### src/rtl/sfi_pkg.sv
package sfi_pkg;

  localparam int REG_AW     = 2;
  localparam int DATA_W     = 8;
  localparam int TRIG_W     = 8;
  localparam int NSRC       = 4;
  localparam int SRC_STRIDE = 4;

  // Source index order fixes the status bit position: index * SRC_STRIDE
  localparam int SRC_RXRDY = 0;
  localparam int SRC_TXREQ = 1;
  localparam int SRC_RXOVF = 2;
  localparam int SRC_DONE  = 3;

  localparam int RX_TRIG_LSB = 0;
  localparam int TX_TRIG_LSB = 16;
  localparam int RX_RST_BIT  = 15;
  localparam int TX_RST_BIT  = 31;
  localparam int RX_CNT_LSB  = 0;
  localparam int TX_CNT_LSB  = 16;

  typedef enum logic [REG_AW-1:0] {
    A_IEN   = 2'd0,
    A_ISTAT = 2'd1,
    A_FCTL  = 2'd2,
    A_FSTAT = 2'd3
  } sfi_addr_e;

  function automatic logic [NSRC-1:0] gather_src(input logic [31:0] w);
    logic [NSRC-1:0] g;
    for (int i = 0; i < NSRC; i++) g[i] = w[SRC_STRIDE*i];
    return g;
  endfunction

  function automatic logic [31:0] spread_src(input logic [NSRC-1:0] v);
    logic [31:0] s;
    s = '0;
    for (int i = 0; i < NSRC; i++) s[SRC_STRIDE*i] = v[i];
    return s;
  endfunction

endpackage

### src/rtl/sfi_byte_fifo.sv
module sfi_byte_fifo #(
  parameter int DEPTH = 64,
  parameter int DW    = 8,
  localparam int PW   = $clog2(DEPTH),
  localparam int CW   = PW + 1
) (
  input  logic          clk,
  input  logic          rst_n,
  input  logic          flush,
  input  logic          in_valid,
  output logic          in_ready,
  input  logic [DW-1:0] in_data,
  output logic          out_valid,
  input  logic          out_ready,
  output logic [DW-1:0] out_data,
  output logic [CW-1:0] level
);

  logic [DW-1:0] mem [DEPTH];
  logic [PW-1:0] wr_ptr, rd_ptr;
  logic          do_push, do_pop;

  assign in_ready  = (level != CW'(DEPTH));
  assign out_valid = (level != '0);
  assign out_data  = mem[rd_ptr];
  assign do_push   = in_valid && in_ready && !flush;
  assign do_pop    = out_valid && out_ready && !flush;

  function automatic logic [PW-1:0] bump(input logic [PW-1:0] p);
    return (p == PW'(DEPTH - 1)) ? '0 : p + 1'b1;
  endfunction

  always_ff @(posedge clk) begin
    if (do_push) mem[wr_ptr] <= in_data;
  end

  always_ff @(posedge clk or negedge rst_n) begin
    if (!rst_n) begin
      wr_ptr <= '0;
      rd_ptr <= '0;
      level  <= '0;
    end else if (flush) begin
      wr_ptr <= '0;
      rd_ptr <= '0;
      level  <= '0;
    end else begin
      if (do_push) wr_ptr <= bump(wr_ptr);
      if (do_pop)  rd_ptr <= bump(rd_ptr);
      case ({do_push, do_pop})
        2'b10:   level <= level + 1'b1;
        2'b01:   level <= level - 1'b1;
        default: level <= level;
      endcase
    end
  end

endmodule

### src/rtl/sfi_irq_bank.sv
module sfi_irq_bank #(
  parameter int NS = 4
) (
  input  logic          clk,
  input  logic          rst_n,
  input  logic [NS-1:0] set_vec,
  input  logic [NS-1:0] clr_vec,
  input  logic [NS-1:0] en_vec,
  output logic [NS-1:0] stat,
  output logic          irq
);

  for (genvar i = 0; i < NS; i++) begin : g_src
    // Set takes precedence over a same-cycle clear
    always_ff @(posedge clk or negedge rst_n) begin
      if (!rst_n) stat[i] <= 1'b0;
      else        stat[i] <= set_vec[i] | (stat[i] & ~clr_vec[i]);
    end
  end

  assign irq = |(stat & en_vec);

endmodule

### src/rtl/sfi_cfg_regs.sv
module sfi_cfg_regs
  import sfi_pkg::*;
#(
  parameter int CW = 7
) (
  input  logic              clk,
  input  logic              rst_n,
  input  logic              wr,
  input  logic [REG_AW-1:0] addr,
  input  logic [31:0]       wdata,
  input  logic [NSRC-1:0]   stat,
  input  logic [CW-1:0]     rx_level,
  input  logic [CW-1:0]     tx_level,
  output logic [31:0]       rdata,
  output logic [TRIG_W-1:0] rx_trig,
  output logic [TRIG_W-1:0] tx_trig,
  output logic [NSRC-1:0]   irq_en,
  output logic              rx_flush,
  output logic              tx_flush,
  output logic [NSRC-1:0]   stat_clr
);

  sfi_addr_e sel;
  logic      wr_ctl;

  assign sel      = sfi_addr_e'(addr);
  assign wr_ctl   = wr && (sel == A_FCTL);
  assign rx_flush = wr_ctl && wdata[RX_RST_BIT];
  assign tx_flush = wr_ctl && wdata[TX_RST_BIT];
  assign stat_clr = (wr && sel == A_ISTAT) ? gather_src(wdata) : '0;

  always_ff @(posedge clk or negedge rst_n) begin
    if (!rst_n) begin
      rx_trig <= '0;
      tx_trig <= '0;
      irq_en  <= '0;
    end else if (wr) begin
      if (sel == A_IEN) irq_en <= gather_src(wdata);
      if (sel == A_FCTL) begin
        rx_trig <= wdata[RX_TRIG_LSB +: TRIG_W];
        tx_trig <= wdata[TX_TRIG_LSB +: TRIG_W];
      end
    end
  end

  always_comb begin
    rdata = '0;
    case (sel)
      A_IEN:   rdata = spread_src(irq_en);
      A_ISTAT: rdata = spread_src(stat);
      A_FCTL: begin
        rdata[RX_TRIG_LSB +: TRIG_W] = rx_trig;
        rdata[TX_TRIG_LSB +: TRIG_W] = tx_trig;
      end
      A_FSTAT: begin
        rdata[RX_CNT_LSB +: CW] = rx_level;
        rdata[TX_CNT_LSB +: CW] = tx_level;
      end
      default: rdata = '0;
    endcase
  end

endmodule

### src/rtl/spi_fifo_irq.sv
module spi_fifo_irq
  import sfi_pkg::*;
#(
  parameter int DEPTH = 64,
  localparam int CW   = $clog2(DEPTH) + 1
) (
  input  logic              clk,
  input  logic              rst_n,
  input  logic              reg_wr,
  input  logic [REG_AW-1:0] reg_addr,
  input  logic [31:0]       reg_wdata,
  output logic [31:0]       reg_rdata,
  input  logic              host_tx_valid,
  output logic              host_tx_ready,
  input  logic [DATA_W-1:0] host_tx_data,
  output logic              host_rx_valid,
  input  logic              host_rx_ready,
  output logic [DATA_W-1:0] host_rx_data,
  output logic              eng_tx_valid,
  input  logic              eng_tx_ready,
  output logic [DATA_W-1:0] eng_tx_data,
  input  logic              eng_rx_valid,
  input  logic [DATA_W-1:0] eng_rx_data,
  input  logic              eng_done,
  output logic              irq
);

  logic [CW-1:0]     rx_level, tx_level;
  logic [TRIG_W-1:0] rx_trig, tx_trig;
  logic [NSRC-1:0]   irq_en, stat, stat_clr, stat_set;
  logic              rx_flush, tx_flush, rx_in_ready;

  sfi_cfg_regs #(.CW(CW)) u_cfg (
    .clk      (clk),
    .rst_n    (rst_n),
    .wr       (reg_wr),
    .addr     (reg_addr),
    .wdata    (reg_wdata),
    .stat     (stat),
    .rx_level (rx_level),
    .tx_level (tx_level),
    .rdata    (reg_rdata),
    .rx_trig  (rx_trig),
    .tx_trig  (tx_trig),
    .irq_en   (irq_en),
    .rx_flush (rx_flush),
    .tx_flush (tx_flush),
    .stat_clr (stat_clr)
  );

  sfi_byte_fifo #(.DEPTH(DEPTH), .DW(DATA_W)) u_txq (
    .clk       (clk),
    .rst_n     (rst_n),
    .flush     (tx_flush),
    .in_valid  (host_tx_valid),
    .in_ready  (host_tx_ready),
    .in_data   (host_tx_data),
    .out_valid (eng_tx_valid),
    .out_ready (eng_tx_ready),
    .out_data  (eng_tx_data),
    .level     (tx_level)
  );

  sfi_byte_fifo #(.DEPTH(DEPTH), .DW(DATA_W)) u_rxq (
    .clk       (clk),
    .rst_n     (rst_n),
    .flush     (rx_flush),
    .in_valid  (eng_rx_valid),
    .in_ready  (rx_in_ready),
    .in_data   (eng_rx_data),
    .out_valid (host_rx_valid),
    .out_ready (host_rx_ready),
    .out_data  (host_rx_data),
    .level     (rx_level)
  );

  always_comb begin
    stat_set            = '0;
    stat_set[SRC_RXRDY] = (32'(rx_level) >= 32'(rx_trig));
    stat_set[SRC_TXREQ] = (32'(tx_level) <= 32'(tx_trig));
    stat_set[SRC_RXOVF] = eng_rx_valid && !rx_in_ready;
    stat_set[SRC_DONE]  = eng_done;
  end

  sfi_irq_bank #(.NS(NSRC)) u_irq (
    .clk     (clk),
    .rst_n   (rst_n),
    .set_vec (stat_set),
    .clr_vec (stat_clr),
    .en_vec  (irq_en),
    .stat    (stat),
    .irq     (irq)
  );

endmodule

### config.mk
export PLATFORM = sky130hd
export DESIGN_NAME = spi_fifo_irq
export DESIGN_NICKNAME = d
export VERILOG_FILES = /design/src/rtl/sfi_pkg.sv /design/src/rtl/sfi_byte_fifo.sv /design/src/rtl/sfi_irq_bank.sv /design/src/rtl/sfi_cfg_regs.sv /design/src/rtl/spi_fifo_irq.sv
export SDC_FILE = /design/constraint.sdc
export NUM_CORES = 1
export LEC_CHECK = 0
export ABC_AREA = 1
export BUFFER_PORTS_ARGS = -buffer_cell sky130_fd_sc_hd__buf_2
export CORE_UTILIZATION = 30
export DETAILED_ROUTE_END_ITERATION = 8
export HOLD_SLACK_MARGIN = 0.12
export SLEW_MARGIN = 20
export SYNTH_ARGS = -nofsm -noshare
export SYNTH_HDL_FRONTEND = slang
export SYNTH_SLANG_ARGS = --single-unit
### constraint.sdc
create_clock -name clk -period 4 [get_ports clk]
set_input_delay 0.4 -clock clk [delete_from_list [all_inputs] [get_ports clk]]
set_output_delay 0.4 -clock clk [all_outputs]
set_load 0.05 [all_outputs]
After elaboration in Yosys (flattened, before gate mapping)

Memory sizes are Yosys's and may differ from the RTL's.
Index checks and enable logic that the tools add are counted.

Bits in registers: 62
Latch bits: 0
Bits in writable memories: 1024
Bits in read-only memories: 0
Output and inout port bits: 52
Word-level logic and storage cells: 106
Memories kept: 2

Add/sub/neg operators: 8
$mul: 0
Divide/modulo/power cells: 0
Order comparisons: 2
Eq/ne operators: 13
Shift-type cells: 0
Mux-type cells: 26
Bitwise gates (word level): 13
Reduce and logical (&&, ||, !) cells: 29

Memories:

| memory    | words | bits a word | read ports | clocked after memory_dff | write ports | RTL line            | source |
|---|---|---|---|---|---|---|---|
| u_rxq.mem | 64    | 8           | 1          | 0                        | 1           | sfi_byte_fifo.sv:19 | `logic [DW-1:0] mem [DEPTH];` |
| u_txq.mem | 64    | 8           | 1          | 0                        | 1           | sfi_byte_fifo.sv:19 |  |

Operators by type and width:

| cell                  | number |
|---|---|
| $mux W6               | 12 |
| $pmux W7 S2           | 2 |
| $pmux W7 S4           | 1 |
| $add A6 B1 Y6 const B | 4 |
| $eq A6 B6 Y1 const B  | 4 |
| $pmux W7 S3           | 1 |
| $add A7 B1 Y7 const B | 2 |
| $mux W7               | 2 |
| $ne A7 B7 Y1 const B  | 2 |
| $reduce_bool A7 Y1    | 2 |
| $sub A7 B1 Y7 const B | 2 |
| $logic_and A1 B1 Y1   | 13 |
| $pmux W5 S2           | 1 |
| $eq A2 B2 Y1 const B  | 4 |
| $ge A7 B8 Y1          | 1 |
| $le A7 B8 Y1          | 1 |
| $reduce_bool A2 Y1    | 4 |
| $eq A2 B1 Y1 const B  | 3 |
| $mux W1               | 6 |
| $reduce_bool A3 Y1    | 2 |
| $and A1 B1 Y1         | 4 |
| $and A4 B4 Y4         | 1 |
| $mux W4               | 1 |
| $not A1 Y1            | 4 |
| 6 further kinds       | 12 |

Longest topological paths before layout

Depth in word-level cells: 8
Gate-level depth with buffers: 17

Hierarchy

A second synthesis with hierarchy kept.

Cells, all modules: 4005
Area total of the unflattened synthesis: 45916.5 um2

Modules (own cells, without submodules):

| module                 | times used | cells an instance | area an instance (um2) |
|---|---|---|---|
| sfi_byte_fifo at u_rxq | 1          | 1864              | 22066.2 |
| sfi_byte_fifo at u_txq | 1          | 1869              | 22007.4 |
| sfi_cfg_regs           | 1          | 177               | 1236.2 |
| spi_fifo_irq           | 1          | 74                | 427.9 |
| sfi_irq_bank           | 1          | 21                | 178.9 |

Least setup slack after synthesis

OpenSTA, ideal clock, no wires.

Path type: register to register
Start: register u_txq.level[4]
End: register u_txq.level[6]
Library setup time: 0.117 ns
Data arrival time: 2.061 ns
Path slack: 1.822 ns
Stages on the path, launching flop included: 13
Buffers on the path: 0
Cells stage by stage: dfrtp_1 -> nor2_1 -> nand2_1 -> o21ai_2 -> nand3_1 -> inv_1 -> ha_1 -> a21oi_1 -> o21ai_0 -> nor2_1 -> nand3_1 -> nand3_1 -> nand2_1

Cells in the longest elaborated chain, start to end: 6
Elaborated cells on any way between the ends: 13

RTL lines:

| item                                                                  | RTL line            | source |
|---|---|---|
| from (decl)                                                           | sfi_byte_fifo.sv:16 | `output logic [CW-1:0] level` |
| from (signal assigned)                                                | sfi_byte_fifo.sv:50 | `2'b10: level <= level + 1'b1;` |
| from (signal assigned)                                                | sfi_byte_fifo.sv:51 | `2'b01: level <= level - 1'b1;` |
| from (signal assigned)                                                | sfi_byte_fifo.sv:52 | `default: level <= level;` |
| parallel branches: the longest is 6 deep, another holds $sub A7 B1 Y7 | --                  |  |

Several ways; the timed one is not identified.
A chain may end at the register's enable or synchronous reset.

Final worst setup path

Start: register u_rxq.rd_ptr[0]
End: output port host_rx_data[2]

Cells in the longest elaborated chain, start to end: 1

RTL lines:

| item                   | RTL line            | source |
|---|---|---|
| from (decl)            | sfi_byte_fifo.sv:20 | `logic [PW-1:0] wr_ptr, rd_ptr;` |
| from (signal assigned) | sfi_byte_fifo.sv:48 | `if (do_pop) rd_ptr <= bump(rd_ptr);` |
| $mem_v2 Z64 W8         | --                  |  |
| to (decl)              | spi_fifo_irq.sv:18  | `output logic [DATA_W-1:0] host_rx_data,` |

No other way between the ends.

==> impl_metrics.tcl <==
set metrics [dict create \
    start_util_pct 30.36 \
    crit_type "reg2out" \
    gr-usage-all-layers_pct 15.02 \
    synth_area_leader_cell "edfxtp_1" \
    num_vias 29673 \
    maxSlewViolCount 0 \
    critPathMaxFanout 49 \
    synth_fa_ha_area_share_pct 0.8546 \
    rows 142 \
    stdcell_count 6228 \
    leakage_uw 0.01906 \
    clkTransAtPathRegs_ps 60 \
    synth_cell_type_count 46 \
    clockBufferDepth 3 \
    grt_pass1_wl_um 177300 \
    portBuffers 83 \
    finalHoldViolations 0 \
    grt.overflow.total 0 \
    grt_max_degree 131 \
    crit_path_end_kind "output pin" \
    drive_above_1_share_pct 9.663 \
    gp_congestion 0.8650 \
    synthCells 4001 \
    routed_wl_um 116300 \
    antenna_found_initial 2 \
    clkLatencyLatePin_ps 730 \
    syn_area_per_cell_um2 11.42 \
    skew_ps 44.31 \
    ys_ff_latch 1086 \
    cts_buffers 112 \
    drtPass1Iterations 6 \
    placed_cells 5984 \
    n_fill_cell 14649 \
    setup_viol 0 \
    cts_sinks 1086 \
    route.detailed.drc 0 \
    synth_area_um2 45680 \
    ys_seq_area_share_pct 70.71 \
    finalSetupTns_ps 0 \
    power_density_nw_per_um2 680.6 \
    finalCritPeriodShare_pct 94.85 \
    synth_mux_area_share_pct 0 \
    maxSlewHeadroom_pct 27.61 \
    layout_commonest_cell "nand2_1" \
    cts_tree "built" \
    grt_setup_unrepaired "no" \
    avgRoutedWirePerCell_um 18.67 \
    dp_hpwl_um 69440 \
    core_area_um2 150500 \
    synth_xor_area_share_pct 0.3068 \
    hold_path.class "in2reg" \
    drtAntennaViolNets 0 \
    status "completed" \
    dieArea_um2 153800 \
    final_nets 4202 \
    insertedDiodeCount 0 \
    io_pins 110 \
    worst_pin_slew_ps 1086 \
    synth_compound_area_share_pct 3.643 \
    synth_area_leaders "edfxtp_1 67%, nand2_1 11%, nand3_1 7.5%" \
    finalCriticalPeriod_ps 3794 \
    grt_pass1_vias 28477 \
    arrival_ps 3390 \
    synth_top_family_by_area "simple AND/OR/NAND/NOR gates" \
    clock.fmax_mhz 263.6 \
    layout_common_cells "1,335 x nand2_1, 1,024 x edfxtp_1, 688 x nand3_1, 161 x nor2_1, 113 x clkbuf_16" \
    cts.htree.levels 3 \
    synth_top_cell_area_share_pct 67.31 \
    area_growth_pct 15.29 \
    drt-initial-drc-count 2666 \
    die_h_um 392.2 \
    synth-simple-area-share_pct 21.16 \
    total_power_uw 35840 \
    required_ps 3600 \
    start_kind "register" \
    peakVddDrop_v 0.0005150 \
    fp.dieW_um 392.2 \
    vias_per_cell 4.764 \
    cts_root_buf "clkbuf_16" \
    drv_cap 0 \
    yosys_warnings 0 \
]
## through the flow
step	setup slack, ps	utilization, %	cell area (um^2)	hold slack [ps]
floorplan	1822	-	45730	104.4
global placement	706.7	32.30	48610	469.3
detailed placement	733.4	32.30	48610	473.4
CTS	35.69	34.97	52620	159.0
global route	26.57	35.00	52660	202.0
finish	206.0	35.00	52660	206.6
## worst max-delay path, stage by stage (launching register included)
cell     delay (ps)
dfrtp_4         670
inv_12          280
buf_12          270
nand2_1          90
nand3_1          80
nand3_1         110
nand2_1         200
nand2_1          80
nand3_1         110
nand3_1         180
nand2_1         240
buf_2           310
## layout make-up
cell class / instances / area (um^2) / area share, %
clock buffers: 137 / 2988 / 5.673
clock inverters: 75 / 688.2 / 1.307
inverters: 107 / 436.7 / 0.8292
multi-input cells: 2587 / 11920 / 22.63
flip-flops and latches: 1086 / 32310 / 61.36
well taps: 2016 / 2522 / 4.790
repair buffers: 220 / 1794 / 3.407
## flip-flops by register name (all words and copies together), names as in the netlist
signal / count
u_cfg.irq_en: 4
u_cfg.rx_trig: 8
u_cfg.tx_trig: 8
u_irq.stat: 4
u_rxq.level: 7
u_rxq.mem: 512
u_rxq.rd_ptr: 6
u_rxq.wr_ptr: 6
u_txq.level: 7
u_txq.mem: 512
u_txq.rd_ptr: 6
u_txq.wr_ptr: 6
## worst paths after layout
kind | start | to | slack, ps | depth (start not counted)
max in group asynchronous | rst_n | u_rxq.rd_ptr[0]$_DFFE_PN0P_ | 2930 | 2
min | host_tx_data[3] | u_txq.mem[8][3]$_DFFE_PP_ | 210 | 1
min reg2reg | u_cfg.irq_en[2]$_DFFE_PN0P_ | u_cfg.irq_en[2]$_DFFE_PN0P_ | 500 | 2
max reg2reg | u_txq.level[1]$_DFFE_PN0P_ | u_txq.mem[48][0]$_DFFE_PP_ | 1040 | 7
max | u_rxq.rd_ptr[0]$_DFFE_PN0P_ | host_rx_data[2] | 210 | 11
min in group asynchronous | rst_n | u_txq.level[1]$_DFFE_PN0P_ | 370 | 2
## repair_timing
| action | CTS | global route |
|---|---|---|
| gates resized for setup | 3 | 1 |
| setup buffers | 0 | 1 |
| cloned | 1 | 0 |
| hold buffers | 29 | 0 |
| setup endpoints to repair | 6 | 6 |
| hold endpoints to repair | 96 | 0 |
## cells by family (layout without fill, tap and decap cells)
| kind of cell | count (synthesis) | in the layout |
|---|---|---|
| other cells | 1 | 14 |
| xor+xnor | 16 | 16 |
| fa+ha+maj | 30 | 30 |
| flops | 1086 | 1086 |
| compound gates | 276 | 276 |
| buf+inv | 341 | 539 |
| simple gates | 2251 | 2251 |
## cell usage after synthesis, drive strengths merged
library cell  number
edfxtp          1024
a31oi              3
dfrtp             62
conb               1
xnor2              7
a21boi            41
a221o              1
nor3              11
nand3            688
nor3b              1
o21ai             50
clkbuf            79
o21bai             2
inv              101
xor2               9
fa                 2
nor2             163
nand3b            24
clkinv             6
o32ai              1
o2111ai            2
buf              155
a21oi            101
nand2           1347
nand4             17
o211ai            40
ha                28
o22ai             34
o311a              1
## routing by layer
metal	up-vias	track usage [%]	share of wire (%)
li1	14239	-	-
met2	818	24.47	48
met4	2	4.595	2.6
met5	-	0	0.011
met3	169	2.069	5.4
met1	14445	20.68	44
## report_power, final
group / total, uW / switching (uW) / internal [uW]
registers: 13300 / 393 / 12900
logic: 12200 / 8890 / 3320
clock network: 10300 / 4470 / 5860
Power figures use the tool's default switching activity.
